`src/rtl/async_tx_pkg.sv`:
```
package async_tx_pkg;

  localparam int MAX_DATA = 8;
  localparam int MAX_STOP = 2;
  localparam int FRAME_W  = 1 + MAX_DATA + 1 + MAX_STOP;
  localparam int LEN_W    = $clog2(FRAME_W + 1);

  typedef struct packed {
    logic load;   // capture inputs, put start bit on the line
    logic shift;  // end of one bit period, advance to next bit
  } txStrobes_t;

  function automatic int dataBits(input logic [1:0] sel);
    case (sel)
      2'b00:   return 5;
      2'b01:   return 7;
      default: return MAX_DATA;
    endcase
  endfunction

endpackage

```
`src/rtl/async_tx_datapath.sv`:
```
module async_tx_datapath
  import async_tx_pkg::*;
(
  input  logic                clk,
  input  logic                rst,
  input  txStrobes_t          strobes,
  input  logic [MAX_DATA-1:0] dataIn,
  input  logic [1:0]          dataLen,
  input  logic                parityEn,
  input  logic                parityOdd,
  input  logic                stopTwo,
  output logic                txLine,
  output logic                lastBit
);

  logic [FRAME_W-1:0] frameNext;
  logic [FRAME_W-1:0] shiftReg;
  logic [LEN_W-1:0]   lenNext;
  logic [LEN_W-1:0]   bitsLeft;
  logic               parityBit;
  int                 nBits;

  // Build the whole frame at accept time: start, data LSB first, parity, stops.
  always_comb begin
    nBits     = dataBits(dataLen);
    parityBit = parityOdd;
    for (int i = 0; i < MAX_DATA; i++) begin
      if (i < nBits) parityBit = parityBit ^ dataIn[i];
    end
    frameNext    = '1;
    frameNext[0] = 1'b0;
    for (int i = 0; i < MAX_DATA; i++) begin
      if (i < nBits) frameNext[i+1] = dataIn[i];
    end
    for (int p = 1; p < FRAME_W; p++) begin
      if (parityEn && (p == nBits + 1)) frameNext[p] = parityBit;
    end
    lenNext = LEN_W'(1 + nBits + (parityEn ? 1 : 0) + (stopTwo ? 2 : 1));
  end

  always_ff @(posedge clk) begin
    if (rst) begin
      shiftReg <= '1;
      bitsLeft <= '0;
    end else if (strobes.load) begin
      shiftReg <= frameNext;
      bitsLeft <= lenNext;
    end else if (strobes.shift) begin
      shiftReg <= {1'b1, shiftReg[FRAME_W-1:1]};
      bitsLeft <= bitsLeft - LEN_W'(1);
    end
  end

  assign txLine  = shiftReg[0];
  assign lastBit = (bitsLeft == LEN_W'(1));


  start_low_chk: assert property (@(posedge clk) disable iff (rst)
    strobes.load |=> !txLine)
    else $error("start bit not low after accept");


  line_high_after_frame_chk: assert property (@(posedge clk) disable iff (rst)
    (strobes.shift && lastBit) |=> txLine)
    else $error("line not high after final stop bit");

endmodule

```
`src/rtl/async_tx_ctrl.sv`:
```
module async_tx_ctrl
  import async_tx_pkg::*;
#(
  parameter int DIV = 16
) (
  input  logic       clk,
  input  logic       rst,
  input  logic       send,
  input  logic       lastBit,
  output txStrobes_t strobes,
  output logic       busy
);

  localparam int CNT_W = (DIV < 2) ? 1 : $clog2(DIV);

  typedef enum logic [1:0] {IDLE, FRAME, RELEASE} txState_t;

  txState_t         state;
  logic [CNT_W-1:0] baudCnt;
  logic             tick;

  always_comb begin
    tick          = (state == FRAME) && (baudCnt == CNT_W'(DIV - 1));
    strobes.load  = (state == IDLE) && send;
    strobes.shift = tick;
  end

  always_ff @(posedge clk) begin
    if (rst) begin
      state   <= IDLE;
      baudCnt <= '0;
    end else begin
      case (state)
        IDLE: begin
          baudCnt <= '0;
          if (send) state <= FRAME;
        end
        FRAME: begin
          if (tick) begin
            baudCnt <= '0;
            if (lastBit) state <= send ? RELEASE : IDLE;
          end else begin
            baudCnt <= baudCnt + CNT_W'(1);
          end
        end
        default: begin
          if (!send) state <= IDLE;
        end
      endcase
    end
  end

  assign busy = (state == FRAME);


  busy_on_accept_chk: assert property (@(posedge clk) disable iff (rst)
    ((state == IDLE) && send) |=> busy)
    else $error("busy did not follow accepted send");


  no_restart_chk: assert property (@(posedge clk) disable iff (rst)
    ((state == RELEASE) && send) |=> !busy)
    else $error("frame restarted while send still held");

endmodule

```
`src/rtl/async_tx_hs.sv`:
```
module async_tx_hs
  import async_tx_pkg::*;
#(
  parameter int CLK_HZ = 200_000_000,
  parameter int BAUD   = 19_200
) (
  input  logic       clk,
  input  logic       rst,
  input  logic [7:0] dataIn,
  input  logic [1:0] dataLen,
  input  logic       parityEn,
  input  logic       parityOdd,
  input  logic       stopTwo,
  input  logic       send,
  output logic       txLine,
  output logic       busy
);

  localparam int DIV = CLK_HZ / BAUD;

  txStrobes_t strobes;
  logic       lastBit;

  async_tx_ctrl #(.DIV(DIV)) u_ctrl (
    .clk     (clk),
    .rst     (rst),
    .send    (send),
    .lastBit (lastBit),
    .strobes (strobes),
    .busy    (busy)
  );

  async_tx_datapath u_dp (
    .clk       (clk),
    .rst       (rst),
    .strobes   (strobes),
    .dataIn    (dataIn),
    .dataLen   (dataLen),
    .parityEn  (parityEn),
    .parityOdd (parityOdd),
    .stopTwo   (stopTwo),
    .txLine    (txLine),
    .lastBit   (lastBit)
  );


  idle_high_chk: assert property (@(posedge clk) disable iff (rst)
    !busy |-> txLine)
    else $error("line low outside a frame");

endmodule

```
`config.mk`:
```
export PLATFORM = sky130hd
export DESIGN_NAME = async_tx_hs
export DESIGN_NICKNAME = d
export VERILOG_FILES = /design/src/rtl/async_tx_pkg.sv /design/src/rtl/async_tx_datapath.sv /design/src/rtl/async_tx_ctrl.sv /design/src/rtl/async_tx_hs.sv
export SDC_FILE = /design/constraint.sdc
export NUM_CORES = 1
export LEC_CHECK = 0
export CAP_MARGIN = 20
export CORE_MARGIN = 2
export CORE_UTILIZATION = 56
export DETAILED_ROUTE_END_ITERATION = 10
export HOLD_SLACK_MARGIN = 0.02
export PLACE_DENSITY = 0.76
export SYNTH_ARGS = -nofsm -noshare
export SYNTH_HDL_FRONTEND = slang
export SYNTH_SLANG_ARGS = --single-unit
```
`constraint.sdc`:
```
create_clock -name clk -period 2.2 [get_ports clk]
set_input_delay 0.44 -clock clk [delete_from_list [all_inputs] [get_ports clk]]
set_output_delay 0.44 -clock clk [all_outputs]
set_load 0.02 [all_outputs]
```
# Word level (Yosys, flattened, before mapping)
# Index checks and enable logic that the tools add are counted.
[word_totals]
reg_bits = 32
elab_cells = 104
[classes]
add_sub_neg = 5
order_cmp = 8
eq_ne = 19
muxes = 42
n_bitwise = 8
reduce_logical = 18
[op_table]
columns = ["cell", "n"]
rows = [
  ["$mux 1", 28],
  ["$pmux 14 s2", 1],
  ["$mux 12", 2],
  ["$eq 3x5->1 const A", 4],
  ["$eq 4x5->1 const A", 4],
  ["$lt 3x4->1 const A", 4],
  ["$add 14x1->14 const B", 1],
  ["$eq 14x14->1 const B", 1],
  ["$mux 14", 1],
  ["$logic_and 1x1->1", 13],
  ["$mux 2", 6],
  ["$eq 2x5->1 const A", 2],
  ["$add 4x4->4", 2],
  ["$lt 1x4->1 const A", 2],
  ["$lt 2x4->1 const A", 2],
  ["$mux 4", 2],
  ["$pmux 4 s2", 1],
  ["$xor 1x1->1", 8],
  ["$add 4x1->5 const B", 1],
  ["$eq 1x5->1 const A", 1],
  ["$eq 2x1->1 const B", 2],
  ["$eq 4x1->1 const B", 1],
  ["$logic_not 2->1", 2],
  ["$ne 2x1->1 const B", 2],
  ["other kinds (6)", 7],
]

# Logic depth before layout (Yosys ltp)
[logic_depth]
depth_word = 20
ltp_mapped = 8
ltp_nobuf = 7

# Hierarchy
# Synthesis repeated with hierarchy kept, for this count alone.
[unflattened]
cells_unflattened = 227
area_unflattened_um2 = 1940.6
[by_module_without_submodules]
columns = ["mod", "n_inst", "cells_each", "area_each_um2", "seq_area_each_um2"]
rows = [
  ["async_tx_datapath", 1, 108, 1006.0, 320.3],
  ["async_tx_ctrl", 1, 119, 934.6, 320.3],
]

# Worst setup path after synthesis
# Ideal clock, no wire load.
[synth_path]
kind = "register to register"
start = "reg u_ctrl.baudCnt[0]"
end = "reg u_dp.shiftReg[8]"
setup_ns = 0.122
arrival_time_ns = 1.857
t_required_ns = 2.078
slack_ns = 0.221
stages_incl_launch_ff = 7
path_buffers = 0
period_less_slack_ns = 1.979
cell_sequence = "dfxtp_1 -> ha_1 -> nand3_1 -> nand4b_1 -> nor2_4 -> mux2_2 -> a221o_1"
[synth_between]
elab_chain_cells = 3
[synth_lines]
columns = ["item", "line", "rtl"]
rows = [
  ["start: declaration", "async_tx_ctrl.sv:19", "logic [CNT_W-1:0] baudCnt;"],
  ["start signal: assignment", "async_tx_ctrl.sv:43", "baudCnt <= baudCnt + CNT_W'(1);"],
  ["$eq 14x14->1", "async_tx_ctrl.sv:23", "tick = (state == FRAME) && (baudCnt == CNT_W'(DIV - 1));"],
  ["$logic_and 1x1->1", "async_tx_ctrl.sv:23", ""],
  ["$reduce_bool 2->1 (no source line)", "n/a", ""],
  ["end signal: assignment", "async_tx_datapath.sv:46", "shiftReg <= frameNext;"],
  ["end signal: assignment", "async_tx_datapath.sv:49", "shiftReg <= {1'b1, shiftReg[FRAME_W-1:1]};"],
  ["end: declaration", "async_tx_datapath.sv:17", "logic [FRAME_W-1:0] shiftReg;"],
]
# Every way passes these cells.
# A chain may end at the register's enable or synchronous reset.

# Final worst setup path
[layout_path]
start = "in dataIn[0]"
end = "reg u_dp.shiftReg[8]"
[layout_between]
elab_chain_cells = 18
[layout_lines]
columns = ["item", "line", "rtl"]
rows = [
  ["start: declaration", "async_tx_hs.sv:9", "input logic [7:0] dataIn,"],
  ["$xor 1x1->1 (*)", "async_tx_datapath.sv:28", "if (i < nBits) parityBit = parityBit ^ dataIn[i];"],
  ["$mux 1 (*)", "async_tx_datapath.sv:28", ""],
  ["$xor 1x1->1", "async_tx_datapath.sv:28", ""],
  ["$mux 1 (*)", "async_tx_datapath.sv:28", ""],
  ["$xor 1x1->1", "async_tx_datapath.sv:28", ""],
  ["$mux 1 (*)", "async_tx_datapath.sv:28", ""],
  ["$xor 1x1->1", "async_tx_datapath.sv:28", ""],
  ["$mux 1 (*)", "async_tx_datapath.sv:28", ""],
  ["(+2 left out)", "n/a", ""],
  ["$xor 1x1->1", "async_tx_datapath.sv:28", ""],
  ["$mux 1 (*)", "async_tx_datapath.sv:28", ""],
  ["$xor 1x1->1", "async_tx_datapath.sv:28", ""],
  ["$mux 1 (*)", "async_tx_datapath.sv:28", ""],
  ["$xor 1x1->1", "async_tx_datapath.sv:28", ""],
  ["$mux 1 (*)", "async_tx_datapath.sv:28", ""],
  ["$mux 1 (*)", "async_tx_datapath.sv:36", "if (parityEn && (p == nBits + 1)) frameNext[p] = parityBit;"],
  ["$mux 12 (*)", "async_tx_datapath.sv:45", "end else if (strobes.load) begin"],
]
# Every way passes the cells marked *; elsewhere a longest branch is shown, timed or not.

==> results.sh <==
export IMPL_ctsHoldBuffers=0
export IMPL_worstMarginPinSlew_ns=0.558
export IMPL_syn_nets=240
export IMPL_crit_path_end_kind="flop"
export IMPL_io_pin_count=18
export IMPL_outcome="complete, no violations"
export IMPL_ant_nets=0
export IMPL_clockBufferDepth=2
export IMPL_slew_viol_final=0
export IMPL_seq_area_frac_synth_pct=34.4
export IMPL_fin_worst_skew_ns=0.0132
export IMPL_critPathMaxStageDelay_ns=0.49
export IMPL_syn_inst=217
export IMPL_crit_chain="clkdlybuf4s50_1 -> xor2_1 -> xnor3_2 -> xnor2_1 -> or3_1 -> a221o_1"
export IMPL_place_area_mm2=0.00216
export IMPL_setup_violations=0
export IMPL_path_buf_inv=1
export IMPL_async_reset_ff_share_pct=0
export IMPL_clk_transition_reported_paths_ns=0.09
export IMPL_htreeDepth=2
export IMPL_io_buffers=17
export IMPL_syn_area_per_cell_um2=8.59
export IMPL_antenna_found_initial=0
export IMPL_cp_arrival_ns=2.33
export IMPL_via_per_inst=6.11
export IMPL_cts_made_buffers=5
export IMPL_grtUsageMet3_pct=6.63
export IMPL_ys_types=47
export IMPL_met2_usage_pct=45.7
export IMPL_num_antenna_cells=0
export IMPL_drv_cap=0
export IMPL_critical_path_slowest_cell="clkdlybuf4s50_1"
export IMPL_hp_class="flop to flop"
export IMPL_dp_hpwl_mm=3.30
export IMPL_grt_pass1_vias=1751
export IMPL_min_period_ns=2.13
export IMPL_irDropWorstVdd_v=0.000346
export IMPL_path_class="input pin to flop"
export IMPL_cts_sinks=32
export IMPL_clock_latency_ns=0.32
export IMPL_gr_usage_all_layers_pct=27.0
export IMPL_setup_tns_ns=0
export IMPL_p_leak_nw=0.863
export IMPL_row_count=20
export IMPL_drt_iter0_markers=187
export IMPL_area_growth_pct=21.1
export IMPL_grt_util_met1_pct=33.6
export IMPL_clockRootBuffer="clkbuf_4"
export IMPL_grt_overflow_total=0
export IMPL_hold_violations=0
export IMPL_dr_total_vias=1795
export IMPL_critPathTopFamily="XOR/XNOR gates"
export IMPL_nNetsFinal=272
export IMPL_slew_headroom_pct=62.6
export IMPL_final_cell_area_mm2=0.00226
export IMPL_worst_ep_required_time_ns=2.41
export IMPL_ys_ff_latch=32
export IMPL_startpoint_type="input pin"
export IMPL_initial_core_util_pct=60.1
export IMPL_worstPathMaxFanout=2
export IMPL_wire_per_inst_um=15.7
export IMPL_top_usage_layer="met2"
export IMPL_fmax_mhz=470
export IMPL_rsz0062_at_grt="no"
export IMPL_fin_crit_sh_pct=96.6
export IMPL_grt_max_degree=17
export IMPL_die_h_um=61.7
export IMPL_drt_pass1_iterations=5
export IMPL_drc=0
export IMPL_drive_gt1_share_pct=15.2
export IMPL_die_w_um=61.7
export IMPL_synth_edf_count=0
export IMPL_place_congestion=0.840
export IMPL_p_per_area_mw_per_mm2=591
export IMPL_grt_pass1_wl_mm=7.65
export IMPL_yosys_most_used_dff="dfxtp_1"
export IMPL_die_area_mm2=0.00381
export IMPL_routed_wl_mm=4.63
export IMPL_ys_warn_count=0
export IMPL_final_common_cell="dfxtp_1"
export IMPL_layout_common_cells="31 x dfxtp_1, 20 x buf_4, 17 x nor2_1, 17 x clkdlybuf4s50_1"
export IMPL_syn_cell_area_mm2=0.00186
export IMPL_power_mw=1.34
export IMPL_cts_tree="done"
export IMPL_coreArea_mm2=0.00310
[per-layer routing]
| layer | up-vias | part of all wire, % |
|---|---|---|
| li1 | 857 | - |
| met1 | 841 | 43 |
| met2 | 86 | 49 |
| met3 | 11 | 6.7 |
| met4 | 0 | 1.0 |
| met5 | - | 0 |
[stage by stage]
stage               cells  utilization, %  setup slack [ns]  hold slack (ns)
finish                294            72.8            0.0741            0.455
global route          294            72.8            0.0389            0.482
CTS                   293            72.1            0.0709            0.458
detailed placement    285            69.7            -0.255            0.430
global placement      285            69.7            -0.211            0.426
floorplan             217               -             0.221            0.415
[layout make-up]
cell class | count | area, um^2
clock buffer | 6 | 41.3
fill | 262 | 845
sequential | 32 | 642
timing repair buffer | 37 | 320
multi-input combinational | 164 | 1130
inverter | 9 | 33.8
tap | 44 | 55.1
clock inverter | 2 | 35.0
[path summary, 6_finish.rpt]
| check | startpoint | end | slack (ns) | cells past startpoint |
|---|---|---|---|---|
| worst max register to register | u_ctrl.baudCnt[1]$_SDFFE_PP0P_ | u_dp.shiftReg[8]$_SDFFE_PP1P_ | 0.16 | 6 |
| worst min register to register | u_dp.shiftReg[11]$_SDFFE_PP1P_ | u_dp.shiftReg[11]$_SDFFE_PP1P_ | 0.46 | 1 |
| worst max-delay path | dataIn[0] | u_dp.shiftReg[8]$_SDFFE_PP1P_ | 0.07 | 6 |
| worst min-delay path | u_dp.shiftReg[11]$_SDFFE_PP1P_ | u_dp.shiftReg[11]$_SDFFE_PP1P_ | 0.46 | 1 |
[logic make-up after synthesis]
kind of cell	synth area share (%)
simple gates	24.8
compound gates	21.6
flops	34.4
buf+inv	5.57
xor+xnor	6.44
fa+ha+maj	5.50
mux	1.68
[worst reg2reg max path, stage by stage, from the launching register on]
cell	delay [ns]
dfxtp_1	0.39
ha_1	0.21
nand3_2	0.13
nand4b_1	0.33
nor2_4	0.17
mux2_2	0.34
a221o_1	0.35
[synth_stat cells (all sizes together) (3+ instances only)]
cell / n / share of area (%)
and3: 9 / 3.0
nor3: 6 / 1.6
nor2: 19 / 4.4
a311oi: 4 / 1.9
xnor2: 6 / 2.8
dfxtp: 32 / 34
a41oi: 3 / 1.4
nand3b: 3 / 1.2
nand3: 10 / 2.7
inv: 9 / 1.8
a211oi: 14 / 6.2
buf: 5 / 1.8
or3: 6 / 2.0
a21oi: 14 / 3.8
nand2: 15 / 3.2
o21ai: 9 / 2.4
a31oi: 4 / 1.3
clkbuf: 7 / 1.9
xor2: 5 / 2.3
o21bai: 7 / 2.8
ha: 5 / 3.4
[power by group]
| part | internal [mW] | leakage, nW | switching [mW] |
|---|---|---|---|
| Combinational | 0.140 | 0.559 | 0.135 |
| Clock | 0.238 | 0.0422 | 0.202 |
| Sequential | 0.603 | 0.262 | 0.0160 |
[state kept, by name (all words and copies together), names as in the netlist]
| name | cells |
|---|---|
| u_ctrl.baudCnt | 14 |
| u_ctrl.state | 2 |
| u_dp.bitsLeft | 4 |
| u_dp.shiftReg | 12 |
[what timing repair did]
| action | 4_1_cts | 5_1_grt |
|---|---|---|
| resized for setup | 0 | 4 |
| setup endpoints to repair | 0 | 13 |
| buffers inserted | 0 | 1 |
(Power assumes the default switching activity.)
